$ cat src/rtl/uart_rxs_pkg.sv
package uart_rxs_pkg;

  localparam int ADDR_W  = 3;
  localparam int NUM_ERR = 3;

  // status bit positions; flag-clear bits line up with these
  localparam int ST_FULL = 0;
  localparam int ST_PAR  = 1;
  localparam int ST_FRM  = 2;
  localparam int ST_OVR  = 3;
  localparam int ST_W    = 4;

  // error vector index
  localparam int E_PAR = 0;
  localparam int E_FRM = 1;
  localparam int E_OVR = 2;

  typedef enum logic [ADDR_W-1:0] {
    A_DATA  = 3'd0,
    A_STAT  = 3'd1,
    A_FCLR  = 3'd2,
    A_START = 3'd3,
    A_STOP  = 3'd4,
    A_ENSTS = 3'd5
  } reg_addr_e;

  typedef struct packed {
    logic rd_data;
    logic rd_stat;
    logic rd_ensts;
    logic wr_fclr;
    logic wr_start;
    logic wr_stop;
  } bus_strb_t;

endpackage

$ cat src/rtl/uart_rxs_rst_sync.sv
module uart_rxs_rst_sync #(
  parameter int STAGES = 2
) (
  input  logic clk,
  input  logic rst_n,
  output logic rst_sync_n
);

  logic [STAGES-1:0] sync_q;
  logic [STAGES-1:0] sync_d;

  always_comb begin
    sync_d = {sync_q[STAGES-2:0], 1'b1};
  end

  always_ff @(posedge clk or negedge rst_n) begin
    if (!rst_n) sync_q <= '0;
    else        sync_q <= sync_d;
  end

  assign rst_sync_n = sync_q[STAGES-1];

endmodule

$ cat src/rtl/uart_rxs_bus_dec.sv
module uart_rxs_bus_dec
  import uart_rxs_pkg::*;
(
  input  logic              bus_sel,
  input  logic              bus_wr,
  input  logic [ADDR_W-1:0] bus_addr,
  output bus_strb_t         strb
);

  logic rd_acc;
  logic wr_acc;

  always_comb begin
    rd_acc        = bus_sel & ~bus_wr;
    wr_acc        = bus_sel &  bus_wr;
    strb.rd_data  = rd_acc & (bus_addr == A_DATA);
    strb.rd_stat  = rd_acc & (bus_addr == A_STAT);
    strb.rd_ensts = rd_acc & (bus_addr == A_ENSTS);
    strb.wr_fclr  = wr_acc & (bus_addr == A_FCLR);
    strb.wr_start = wr_acc & (bus_addr == A_START);
    strb.wr_stop  = wr_acc & (bus_addr == A_STOP);
  end

endmodule

$ cat src/rtl/uart_rxs_enable.sv
module uart_rxs_enable (
  input  logic clk,
  input  logic rst_n,
  input  logic start_hit,
  input  logic stop_hit,
  output logic en_q
);

  logic en_d;
  logic en_we;

  always_comb begin
    en_we = start_hit | stop_hit;
    en_d  = en_q;
    if (stop_hit)       en_d = 1'b0;
    else if (start_hit) en_d = 1'b1;
  end

  always_ff @(posedge clk or negedge rst_n) begin
    if (!rst_n)     en_q <= 1'b0;
    else if (en_we) en_q <= en_d;
  end

endmodule

$ cat src/rtl/uart_rxs_flags.sv
module uart_rxs_flags
  import uart_rxs_pkg::*;
#(
  parameter int DATA_W = 8
) (
  input  logic               clk,
  input  logic               rst_n,
  input  logic               chan_en,
  input  logic               rx_valid,
  input  logic [DATA_W-1:0]  rx_byte,
  input  logic               rx_parity_bad,
  input  logic               rx_stop_bad,
  input  logic               data_rd,
  input  logic [NUM_ERR-1:0] clr_mask,
  output logic [DATA_W-1:0]  data_q,
  output logic               full_q,
  output logic [NUM_ERR-1:0] err_q
);

  logic               accept;
  logic [NUM_ERR-1:0] err_set;
  logic [NUM_ERR-1:0] err_d;
  logic               full_d;
  logic               full_we;

  always_comb begin
    accept         = chan_en & rx_valid;
    err_set[E_PAR] = accept & rx_parity_bad;
    err_set[E_FRM] = accept & rx_stop_bad;
    err_set[E_OVR] = accept & full_q & ~data_rd;
    full_we        = accept | data_rd;
    full_d         = accept;
  end

  always_ff @(posedge clk or negedge rst_n) begin
    if (!rst_n)       data_q <= '0;
    else if (accept)  data_q <= rx_byte;
  end

  always_ff @(posedge clk or negedge rst_n) begin
    if (!rst_n)       full_q <= 1'b0;
    else if (full_we) full_q <= full_d;
  end

  for (genvar i = 0; i < NUM_ERR; i++) begin : g_err
    logic we;
    always_comb begin
      we       = err_set[i] | clr_mask[i];
      err_d[i] = err_set[i];
    end
    always_ff @(posedge clk or negedge rst_n) begin
      if (!rst_n)  err_q[i] <= 1'b0;
      else if (we) err_q[i] <= err_d[i];
    end
  end

endmodule

$ cat src/rtl/uart_rx_status_ctrl.sv
module uart_rx_status_ctrl
  import uart_rxs_pkg::*;
#(
  parameter int DATA_W = 8
) (
  input  logic              clk,
  input  logic              rst_n,
  input  logic              bus_sel,
  input  logic              bus_wr,
  input  logic [2:0]        bus_addr,
  input  logic [DATA_W-1:0] bus_wdata,
  output logic [DATA_W-1:0] bus_rdata,
  input  logic              rx_valid,
  input  logic [DATA_W-1:0] rx_byte,
  input  logic              rx_parity_bad,
  input  logic              rx_stop_bad,
  output logic              chan_en,
  output logic              buf_full
);

  localparam int PAD_W = DATA_W - ST_W;

  logic               rst_sync_n;
  bus_strb_t          strb;
  logic               start_hit;
  logic               stop_hit;
  logic [NUM_ERR-1:0] clr_mask;
  logic [DATA_W-1:0]  rx_data;
  logic [NUM_ERR-1:0] err_flags;
  logic [ST_W-1:0]    stat_word;

  uart_rxs_rst_sync #(.STAGES(2)) u_rst (
    .clk        (clk),
    .rst_n      (rst_n),
    .rst_sync_n (rst_sync_n)
  );

  uart_rxs_bus_dec u_dec (
    .bus_sel  (bus_sel),
    .bus_wr   (bus_wr),
    .bus_addr (bus_addr),
    .strb     (strb)
  );

  always_comb begin
    start_hit = strb.wr_start & bus_wdata[0];
    stop_hit  = strb.wr_stop  & bus_wdata[0];
    clr_mask  = strb.wr_fclr ? bus_wdata[ST_OVR:ST_PAR] : '0;
  end

  uart_rxs_enable u_en (
    .clk       (clk),
    .rst_n     (rst_sync_n),
    .start_hit (start_hit),
    .stop_hit  (stop_hit),
    .en_q      (chan_en)
  );

  uart_rxs_flags #(.DATA_W(DATA_W)) u_flags (
    .clk           (clk),
    .rst_n         (rst_sync_n),
    .chan_en       (chan_en),
    .rx_valid      (rx_valid),
    .rx_byte       (rx_byte),
    .rx_parity_bad (rx_parity_bad),
    .rx_stop_bad   (rx_stop_bad),
    .data_rd       (strb.rd_data),
    .clr_mask      (clr_mask),
    .data_q        (rx_data),
    .full_q        (buf_full),
    .err_q         (err_flags)
  );

  always_comb begin
    stat_word          = '0;
    stat_word[ST_FULL] = buf_full;
    stat_word[ST_PAR]  = err_flags[E_PAR];
    stat_word[ST_FRM]  = err_flags[E_FRM];
    stat_word[ST_OVR]  = err_flags[E_OVR];
    bus_rdata = '0;
    if (strb.rd_data)       bus_rdata = rx_data;
    else if (strb.rd_stat)  bus_rdata = {{PAD_W{1'b0}}, stat_word};
    else if (strb.rd_ensts) bus_rdata = {{(DATA_W-1){1'b0}}, chan_en};
  end

endmodule

$ cat config.mk
export PLATFORM = sky130hd
export DESIGN_NAME = uart_rx_status_ctrl
export DESIGN_NICKNAME = d
export VERILOG_FILES = /design/src/rtl/uart_rxs_pkg.sv /design/src/rtl/uart_rxs_rst_sync.sv /design/src/rtl/uart_rxs_bus_dec.sv /design/src/rtl/uart_rxs_enable.sv /design/src/rtl/uart_rxs_flags.sv /design/src/rtl/uart_rx_status_ctrl.sv
export SDC_FILE = /design/constraint.sdc
export NUM_CORES = 1
export LEC_CHECK = 0
export CAP_MARGIN = 15
export CORE_MARGIN = 4
export CORE_UTILIZATION = 40
export CTS_CLUSTER_SIZE = 20
export DETAILED_ROUTE_END_ITERATION = 10
export GPL_TIMING_DRIVEN = 0
export PLACE_DENSITY_LB_ADDON = 0.1
export SYNTH_ARGS = -nofsm -noshare
export SYNTH_HDL_FRONTEND = slang
export SYNTH_SLANG_ARGS = --single-unit
$ cat constraint.sdc
create_clock -name clk -period 2.25 [get_ports clk]
set_input_delay 0.225 -clock clk [delete_from_list [all_inputs] [get_ports clk]]
set_output_delay 0.225 -clock clk [all_outputs]
set_load 0.01 [all_outputs]
[After elaboration in Yosys (flattened, before gate mapping)]
Index checks and enable logic that the tools add are counted.
Storage, ports and cells
  bits in registers: 15
  input bits: 26
  output and inout port bits: 10
  logic and storage cells: 43
Cells by class
  equal/unequal tests: 5
  muxes and demuxes: 6
  bitwise gates (word level): 22
  reduce and logical (&&, ||, !) cells: 3
Operators with widths (count)
  bitwise AND 1 bit: 15
  2-to-1 mux 8 bit: 1
  == test 3 x 2 -> 1 bit (second input constant): 2
  == test 3 bit (second input constant): 2
  OR 1 bit: 5
  2-to-1 mux 4 bit: 1
  == test 3 x 1 -> 1 bit (second input constant): 1
  logical NOT 3 bit: 1
  2-to-1 mux 1 bit: 3
  2-to-1 mux 3 bit: 1
  inverter 1 bit: 2
  AND reduction 2 bit: 1
  nonzero test 2 bit: 1

[Depth between registers and ports, before layout]
Gate-level depths: netlist of the first run.
  depth in word-level cells: 6
  mapped depth: 4
  depth with buffers taken out: 3

[Cells and area by module]
Synthesis of the first run repeated with hierarchy kept, for this count alone.
Second synthesis, totals
  cells, all modules: 67
  area total of the unflattened synthesis: 739.5 um2
By module, submodules not included
  uart_rxs_flags: instances 1, cells each 31, area each 449.2 um2, sequential area each 300.3 um2
  uart_rx_status_ctrl: instances 1, cells each 20, area each 138.9 um2, sequential area each 0.0 um2
  uart_rxs_bus_dec: instances 1, cells each 11, area each 62.6 um2, sequential area each 0.0 um2
  uart_rxs_rst_sync: instances 1, cells each 3, area each 53.8 um2, sequential area each 50.0 um2
  uart_rxs_enable: instances 1, cells each 2, area each 35.0 um2, sequential area each 25.0 um2

[Least setup slack after synthesis of the first run]
OpenSTA, ideal clock, no wires.
  path type: register to register
  start: register u_en.en_q
  end: register u_flags.data_q[0]
  setup time: 125 ps
  arrival: 1063 ps
  required time: 2125 ps
  path slack: 1062 ps
  cell stages (with the launch flop): 3
  path buffers: 0
  period minus slack after synthesis: 1188 ps
  path through: dfrtp_1 nand2_1 mux2_2
On the way
  cells in the longest elaborated chain, start to end: 1
Ends and longest elaborated chain
  start: declaration: line uart_rxs_enable.sv:6  | output logic en_q
  start signal: assignment: line uart_rxs_enable.sv:21  | else if (en_we) en_q <= en_d;
  bitwise AND 1 bit: line uart_rxs_flags.sv:27  | accept = chan_en & rx_valid;
  end signal: assignment: line uart_rxs_flags.sv:37  | else if (accept) data_q <= rx_byte;
  end: declaration: line uart_rxs_flags.sv:15  | output logic [DATA_W-1:0] data_q,
No other way between the ends.
A chain may end at the register's enable or synchronous reset.

[Worst setup path after layout of the first run]
  start: input bus_sel
  end: output bus_rdata[1]
On the way
  cells in the longest elaborated chain, start to end: 4
  elaborated cells on any way between the ends: 5
  those cells by class: 2 x mux; 3 x bitwise
Ends and longest elaborated chain
  start: declaration: line uart_rx_status_ctrl.sv:8  | input logic bus_sel,
  bitwise AND 1 bit *: line uart_rxs_bus_dec.sv:14  | rd_acc = bus_sel & ~bus_wr;
  bitwise AND 1 bit: line uart_rxs_bus_dec.sv:17  | strb.rd_stat = rd_acc & (bus_addr == A_STAT);
  2-to-1 mux 4 bit: line uart_rx_status_ctrl.sv:82  | else if (strb.rd_stat) bus_rdata = {{PAD_W{1'b0}}, stat_word};
  2-to-1 mux 8 bit *: line uart_rx_status_ctrl.sv:81  | if (strb.rd_data) bus_rdata = rx_data;
  end: declaration: line uart_rx_status_ctrl.sv:12  | output logic [DATA_W-1:0] bus_rdata,
Mark *: on every way between the ends. The rest lies on a longest branch, timed or not.

==> run metrics, run 1 <==
result of the run=finished clean; Worst Setup Slack post-DPL=-31.78 ps; number of max-cap violations=0; top-area cell type share of the netlist area=52.45%; kind of end point of the critical path=primary output; number of remaining DRC errors=0; number of cells after detailed placement=117; height of the die=50.30 um; unrepaired setup endpoints after global routing=false; Final Slew Violations=0; I/O pins=36; vias after detailed routing=591; leakage power figure=0.5645 nW; die area=2530 sq um; clock sinks=15; drt initial violations=4; number of distinct standard cells referenced by the synthesized netlist=21; vias in the first global route=589; Mean Syn Cell Area=11.54 sq um; Worst Path Required=2030 ps; share of final-layout standard cells stronger than drive strength 1=19.59%; instance count of the mapped netlist=62; number of antenna violations at the first check in global routing=0; Worst EP arrival=1970 ps; final cell count without fillers=122; crit path launch type=primary input; period utilisation layout=97.36%; via density per instance=4.844; top sig layer=met4; actual transition at the worst max-transition pin=553.0 ps; Fin. Hold Viols=0; FMAX=456.5 MHz; clock transition at the registers of the reported paths=90 ps; launching instance or port of the critical path=bus_sel; total of warnings raised by yosys=0; post-DR wirelength/cell=13.19 um; initial standard-cell utilization of the core=41.90%; routed wire length on met2=783 um; clock buffer depth=2; start of the worst register-to-register path=u_en.en_q; area of the mapped netlist=715.7 sq um; Layout Cell Area excl Fill=1099 sq um; post-layout min period=2191 ps; cell types with the largest area share after synthesis=sky130_fd_sc_hd__dfrtp_1 52%, sky130_fd_sc_hd__mux2_2 14%, sky130_fd_sc_hd__mux2i_1 4.2%, sky130_fd_sc_hd__nand2_1 3.7%, sky130_fd_sc_hd__and2_1 3.5%; total core area=1708 sq um; count of input and output buffers=30; number of flip-flops and latches in the synthesized netlist=15; maximum number of pins on one net before global-route repair=14; number of nets in the final layout=124; power consumption=0.0006476 W; detailed-routing iteration count for the pre-antenna-repair pass=3; half-perimeter wire length after placement=1204 um; maximum clock skew at final layout=3.755 ps; met3 wire len=99 um; Core Rows=15; number of antenna-violating nets in the routed design=0; CTS tree=done; Inserted Diodes=0; WL final=1609 um; Worst slew margin=63.13%; sequential-to-total area share from yosys stat=52.45%; number of H-tree levels=1; worst-path maximum fanout=3; syn nets=88; final-layout setup total negative slack=0 ps; final setup fails=0; Area growth, synth to finish=53.50%; cts hold-fix bufs=0; IR Drop Worst-Case VDD=0.4229 mV; cell taking the most area after synthesis=sky130_fd_sc_hd__dfrtp_1; gr usage total=13.66%; number of CTS-inserted buffers=3; Crit Path Category=in -> out; Setup WS post-layout=59.37 ps; clock tree root driver cell=sky130_fd_sc_hd__clkbuf_4; total cell area at the placement stage=1047 sq um; Filler Cell Count=151; worst skew pair latency=280 ps; type of the tightest min-delay check=in -> async; die span in x=50.30 um; length of routed wiring on met1=713 um; remaining global-route overflow=0; weighted congestion reported at the end of routability-driven placement=0.7604; power per unit of standard cell area=589.5 nW/um^2; first-pass GRT wire length=2587 um
-- logic make-up after synthesis --
| kind of cell | count (synthesis) | share of synthesized area, % |
|---|---|---|
| mux | 12 | 18.36 |
| buf+inv | 2 | 1.223 |
| flops | 15 | 52.45 |
| compound gates | 8 | 8.041 |
| other cells | 1 | 0.5240 |
| simple gates | 24 | 19.41 |
-- cell type report --
type / instances / area [sq um] / share of cell area [%]
Timing Repair Buffer: 31 / 319.1 / 29.04
Inverter: 1 / 3.754 / 0.3417
Multi-Input combinational cell: 45 / 337.8 / 30.75
Tap cell: 25 / 31.28 / 2.847
Clock buffer: 4 / 26.28 / 2.392
Buffer: 1 / 5.005 / 0.4556
Sequential cell: 15 / 375.4 / 34.17
-- path summary, 6_finish.rpt --
kind | to | slack [ps] | cells past startpoint
max | bus_rdata[1] | 60 | 5
min reg2reg | u_flags.data_q[3] | 230 | 0
max in group asynchronous | u_flags.data_q[7] | 1650 | 0
max reg2reg | u_flags.data_q[7] | 940 | 2
min in group clk | u_rst.sync_q[1] | 370 | 0
min | u_rst.sync_q[1] | 90 | 1
-- timing repair --
item / in CTS / in global routing
gates resized for setup: 2 / 5
pin swaps: 1 / 0
setup endpoints to repair: 4 / 5
buffers inserted: 1 / 0
-- per-layer routing --
layer  vias to the layer above  track usage, %
met1                       288           16.85
li1                        286               -
met3                         2           2.967
met4                         0           6.726
met5                         -               0
met2                        15           22.39
-- cell usage in the layout (no fill, tap or decap), drive strengths merged, types with 2 or more instances in the layout --
cell and n:
buf 2, dfrtp 15, mux2 9, nor2 5
mux2i 3, nand3 3, o21ai 4, dlymetal6s2s 5
and2 4, clkbuf 4, clkdlybuf4s50 24, nand2 7
-- cell usage after synthesis (all sizes together) --
cell type	n
o31a	1
nand3	3
nor3	1
nand4bb	1
nor2	5
mux2i	3
dfrtp	15
a22oi	1
inv	1
o21ai	4
o31ai	1
buf	1
or3b	1
nand2b	1
o22a	1
conb	1
and2	4
nor3b	1
mux2	9
nand2	7
-- critical path, stage by stage --
cell	delay, ps
sky130_fd_sc_hd__clkdlybuf4s50_1	490
sky130_fd_sc_hd__or3b_4	430
sky130_fd_sc_hd__nand2b_4	160
sky130_fd_sc_hd__nor2_1	110
sky130_fd_sc_hd__clkdlybuf4s50_1	540
-- flip-flops by register name (all words and copies together), names as in the netlist --
signal and flops:
u_en.en_q 1, u_rst.sync_q 2, u_flags.err_q 3, u_flags.full_q 1, u_flags.data_q 8
-- metrics by stage --
stage | hold slack, ps | util, %
after CTS | 88.06 | 63.59
after global routing | 85.96 | 64.32
final | 89.51 | 64.32
after global placement | 234.5 | 61.32
after floorplan | -70.59 | -
after detailed placement | 242.8 | 61.32
-- power by group --
group          leakage [nW]  internal, W  switching [W]  total (W)
registers             0.192     0.000323      0.0000312   0.000354
logic                 0.358    0.0000921      0.0000469   0.000139
clock network        0.0150    0.0000688      0.0000859   0.000155
Note: power is estimated with default switching activity, not from simulation.
==> run 2: changes to the inputs <==
CORE_UTILIZATION = 39   (was 40)
SYNTH_HIERARCHICAL = 1   (was not set)
==> run metrics, run 2 <==
die area=2657 sq um; clock buffer depth=2; Crit path max-delay family=buffers and inverters; post-layout min period=2170 ps; most used flip-flop cell after synthesis=sky130_fd_sc_hd__dfrtp_1; cts hold-fix bufs=0; final-layout setup total negative slack=0 ps; Critical-path top delay cell=sky130_fd_sc_hd__clkdlybuf4s50_1; clock tree root driver cell=sky130_fd_sc_hd__clkbuf_4; gr usage total=12.83%; Final Slew Violations=0; Area growth, synth to finish=55.67%; total cell area at the placement stage=1081 sq um; number of antenna-violating nets in the routed design=0; compound-cell area share of the yosys netlist=8.460%; number of distinct standard cells referenced by the synthesized netlist=25; drt initial violations=4; multiplexer fraction of the synthesized cell area=12.18%; final cell utilization of the core=65.25%; unrepaired setup endpoints after global routing=false; actual transition at the worst max-transition pin=530.8 ps; CTS tree=done; commonest cells in the synthesized netlist=15 x sky130_fd_sc_hd__dfrtp_1, 9 x sky130_fd_sc_hd__and2_1, 8 x sky130_fd_sc_hd__mux2_2; share of final-layout standard cells stronger than drive strength 1=23.36%; leading cell type in the layout, fill and taps excluded=sky130_fd_sc_hd__clkdlybuf4s50_1; Crit Path Category=in -> out; cell types with the largest area share after synthesis=sky130_fd_sc_hd__dfrtp_1 51%, sky130_fd_sc_hd__mux2_2 12%, sky130_fd_sc_hd__and2_1 7.6%, sky130_fd_sc_hd__a22o_1 2.4%, sky130_fd_sc_hd__nand3_1 2.0%; first-pass GRT wire length=2594 um; clock sinks=15; Biggest register=u_flags/data_q; total core area=1764 sq um; cell chain of the critical path=clkdlybuf4s50_1, or3b_4, nor3_4, buf_4, nor2b_2, a22o_1, dlygate4sd2_1; Multi-input gate area=355.3 sq um; FMAX=460.8 MHz; I/O pins=36; number of max-cap violations=0; result of the run=finished clean; Mean Syn Cell Area=11.04 sq um; vias after detailed routing=627; Core Rows=15; worst skew pair latency=280 ps; kind of end point of the critical path=primary output; adder and majority cell fraction of the synthesized area=0%; share of synthesized flip-flops with an asynchronous set or reset=100.0%; detailed-routing iteration count for the pre-antenna-repair pass=2; die span in x=51.55 um; Worst slew margin=64.61%; post-DR wirelength/cell=12.15 um; half-perimeter wire length after placement=1184 um; Seq. cell area=375.4 sq um; weighted congestion reported at the end of routability-driven placement=0.6745; leakage power figure=0.5240 nW; most repeated cell in the gate-level netlist after synthesis=sky130_fd_sc_hd__dfrtp_1; Post-Synth Simple-Gate Area=25.04%; maximum clock skew at final layout=3.876 ps; Layout Cell Area excl Fill=1151 sq um; Worst Path Required=2030 ps; max FFs per register=8; area of the mapped netlist=739.5 sq um; Fin. Hold Viols=0; number of CTS-inserted buffers=3; top-area cell type share of the netlist area=50.76%; combinational family with the most area after synthesis=simple AND/OR/NAND/NOR gates; via density per instance=4.750; number of H-tree levels=1; crit path buf inv count=3; initial standard-cell utilization of the core=41.91%; type of the tightest min-delay check=in -> async; longest individual stage delay on the worst path=500 ps; maximum number of pins on one net before global-route repair=14; number of flip-flops and latches in the synthesized netlist=15; number of antenna violations at the first check in global routing=0; final setup fails=0; syn nets=93; final cell count without fillers=132; period utilisation layout=96.46%; vias in the first global route=648; crit path launch type=primary input; Inserted Diodes=0; number of remaining DRC errors=0; count of flip-flops with a built-in enable after synthesis=0; IR Drop Worst-Case VDD=0.5325 mV; remaining global-route overflow=0; most frequent cells in the layout=23 x sky130_fd_sc_hd__clkdlybuf4s50_1, 15 x sky130_fd_sc_hd__dfrtp_1, 9 x sky130_fd_sc_hd__and2_1; worst-path maximum fanout=3; Worst EP arrival=1950 ps; cell taking the most area after synthesis=sky130_fd_sc_hd__dfrtp_1; sequential-to-total area share from yosys stat=50.76%; height of the die=51.55 um; total of warnings raised by yosys=6; largest registers ranked by flip-flop count=u_flags/data_q x8, u_flags/err_q x3, u_rst/sync_q x2; final hold slack=101.8 ps; power per unit of standard cell area=620.4 nW/um^2; WL final=1604 um; clock transition at the registers of the reported paths=80 ps; number of cells after detailed placement=123; number of nets in the final layout=134; instance count of the mapped netlist=67; XOR/XNOR Fraction of Synth Area=0%; count of input and output buffers=31; Filler Cell Count=153
## run 2: through the flow
stage	worst slack [ps]	power (W)
after floorplan	832.9	0.0004833
after global placement	-245.3	0.0005629
after detailed placement	-259.8	0.0005726
after CTS	9.326	0.0007235
after global routing	10.50	0.0007591
final	79.70	0.0007142
## run 2: cells by family (layout without fill, tap and decap cells)
| kind of cell | after synthesis | in the layout |
|---|---|---|
| buffers and inverters | 4 | 44 |
| AOI/OAI and AO/OA | 9 | 9 |
| and+or+nand+nor | 30 | 30 |
| DFF | 15 | 15 |
| muxes | 8 | 8 |
| other | 1 | 1 |
## run 2: power breakdown
part	switching (W)	leakage, nW	internal (W)
clock	0.0000782	0.0150	0.0000688
combinational	0.0000561	0.340	0.000114
sequential	0.0000522	0.169	0.000345
## run 2: layout make-up
type                    instances  share of cell area [%]
repair buffers                 36                   29.57
clock buffers                   4                   2.283
well taps                      25                   2.717
flip-flops and latches         15                   32.61
inverters                       3                  0.9783
multi-input cells              48                   30.87
plain buffers                   1                  0.9783
## run 2: routing by layer
layer | GRT usage (%) | vias up | share of wire, %
met2 | 25.00 | 17 | 53
met4 | 1.310 | 0 | 0
li1 | - | 312 | -
met1 | 13.21 | 298 | 40
met3 | 4.871 | 0 | 6.0
met5 | 0 | - | 0
## run 2: worst paths after layout
| check | endpoint | from | cells past startpoint | slack (ps) |
|---|---|---|---|---|
| max | bus_rdata[2] | bus_sel | 7 | 80 |
| min | u_rst/sync_q[0] | rst_n | 1 | 100 |
| max reg2reg | u_flags/data_q[1] | u_en/en_q | 2 | 1130 |
| min reg2reg | u_flags/data_q[4] | u_rst/sync_q[1] | 0 | 220 |
| max in group asynchronous | u_en/en_q | u_rst/sync_q[1] | 0 | 1680 |
| min in group clk | u_rst/sync_q[1] | u_rst/sync_q[0] | 0 | 360 |
## run 2: repair_timing
| action | CTS | global route |
|---|---|---|
| setup buffers | 3 | 2 |
| gates resized for setup | 14 | 0 |
| setup endpoints to repair | 8 | 3 |
| pin swaps | 1 | 1 |
## run 2: worst register-to-register path, cell delays in order (launching register included)
cell and delay, ps:
sky130_fd_sc_hd__dfrtp_1 470, sky130_fd_sc_hd__nand2_4 190, sky130_fd_sc_hd__mux2_2 350
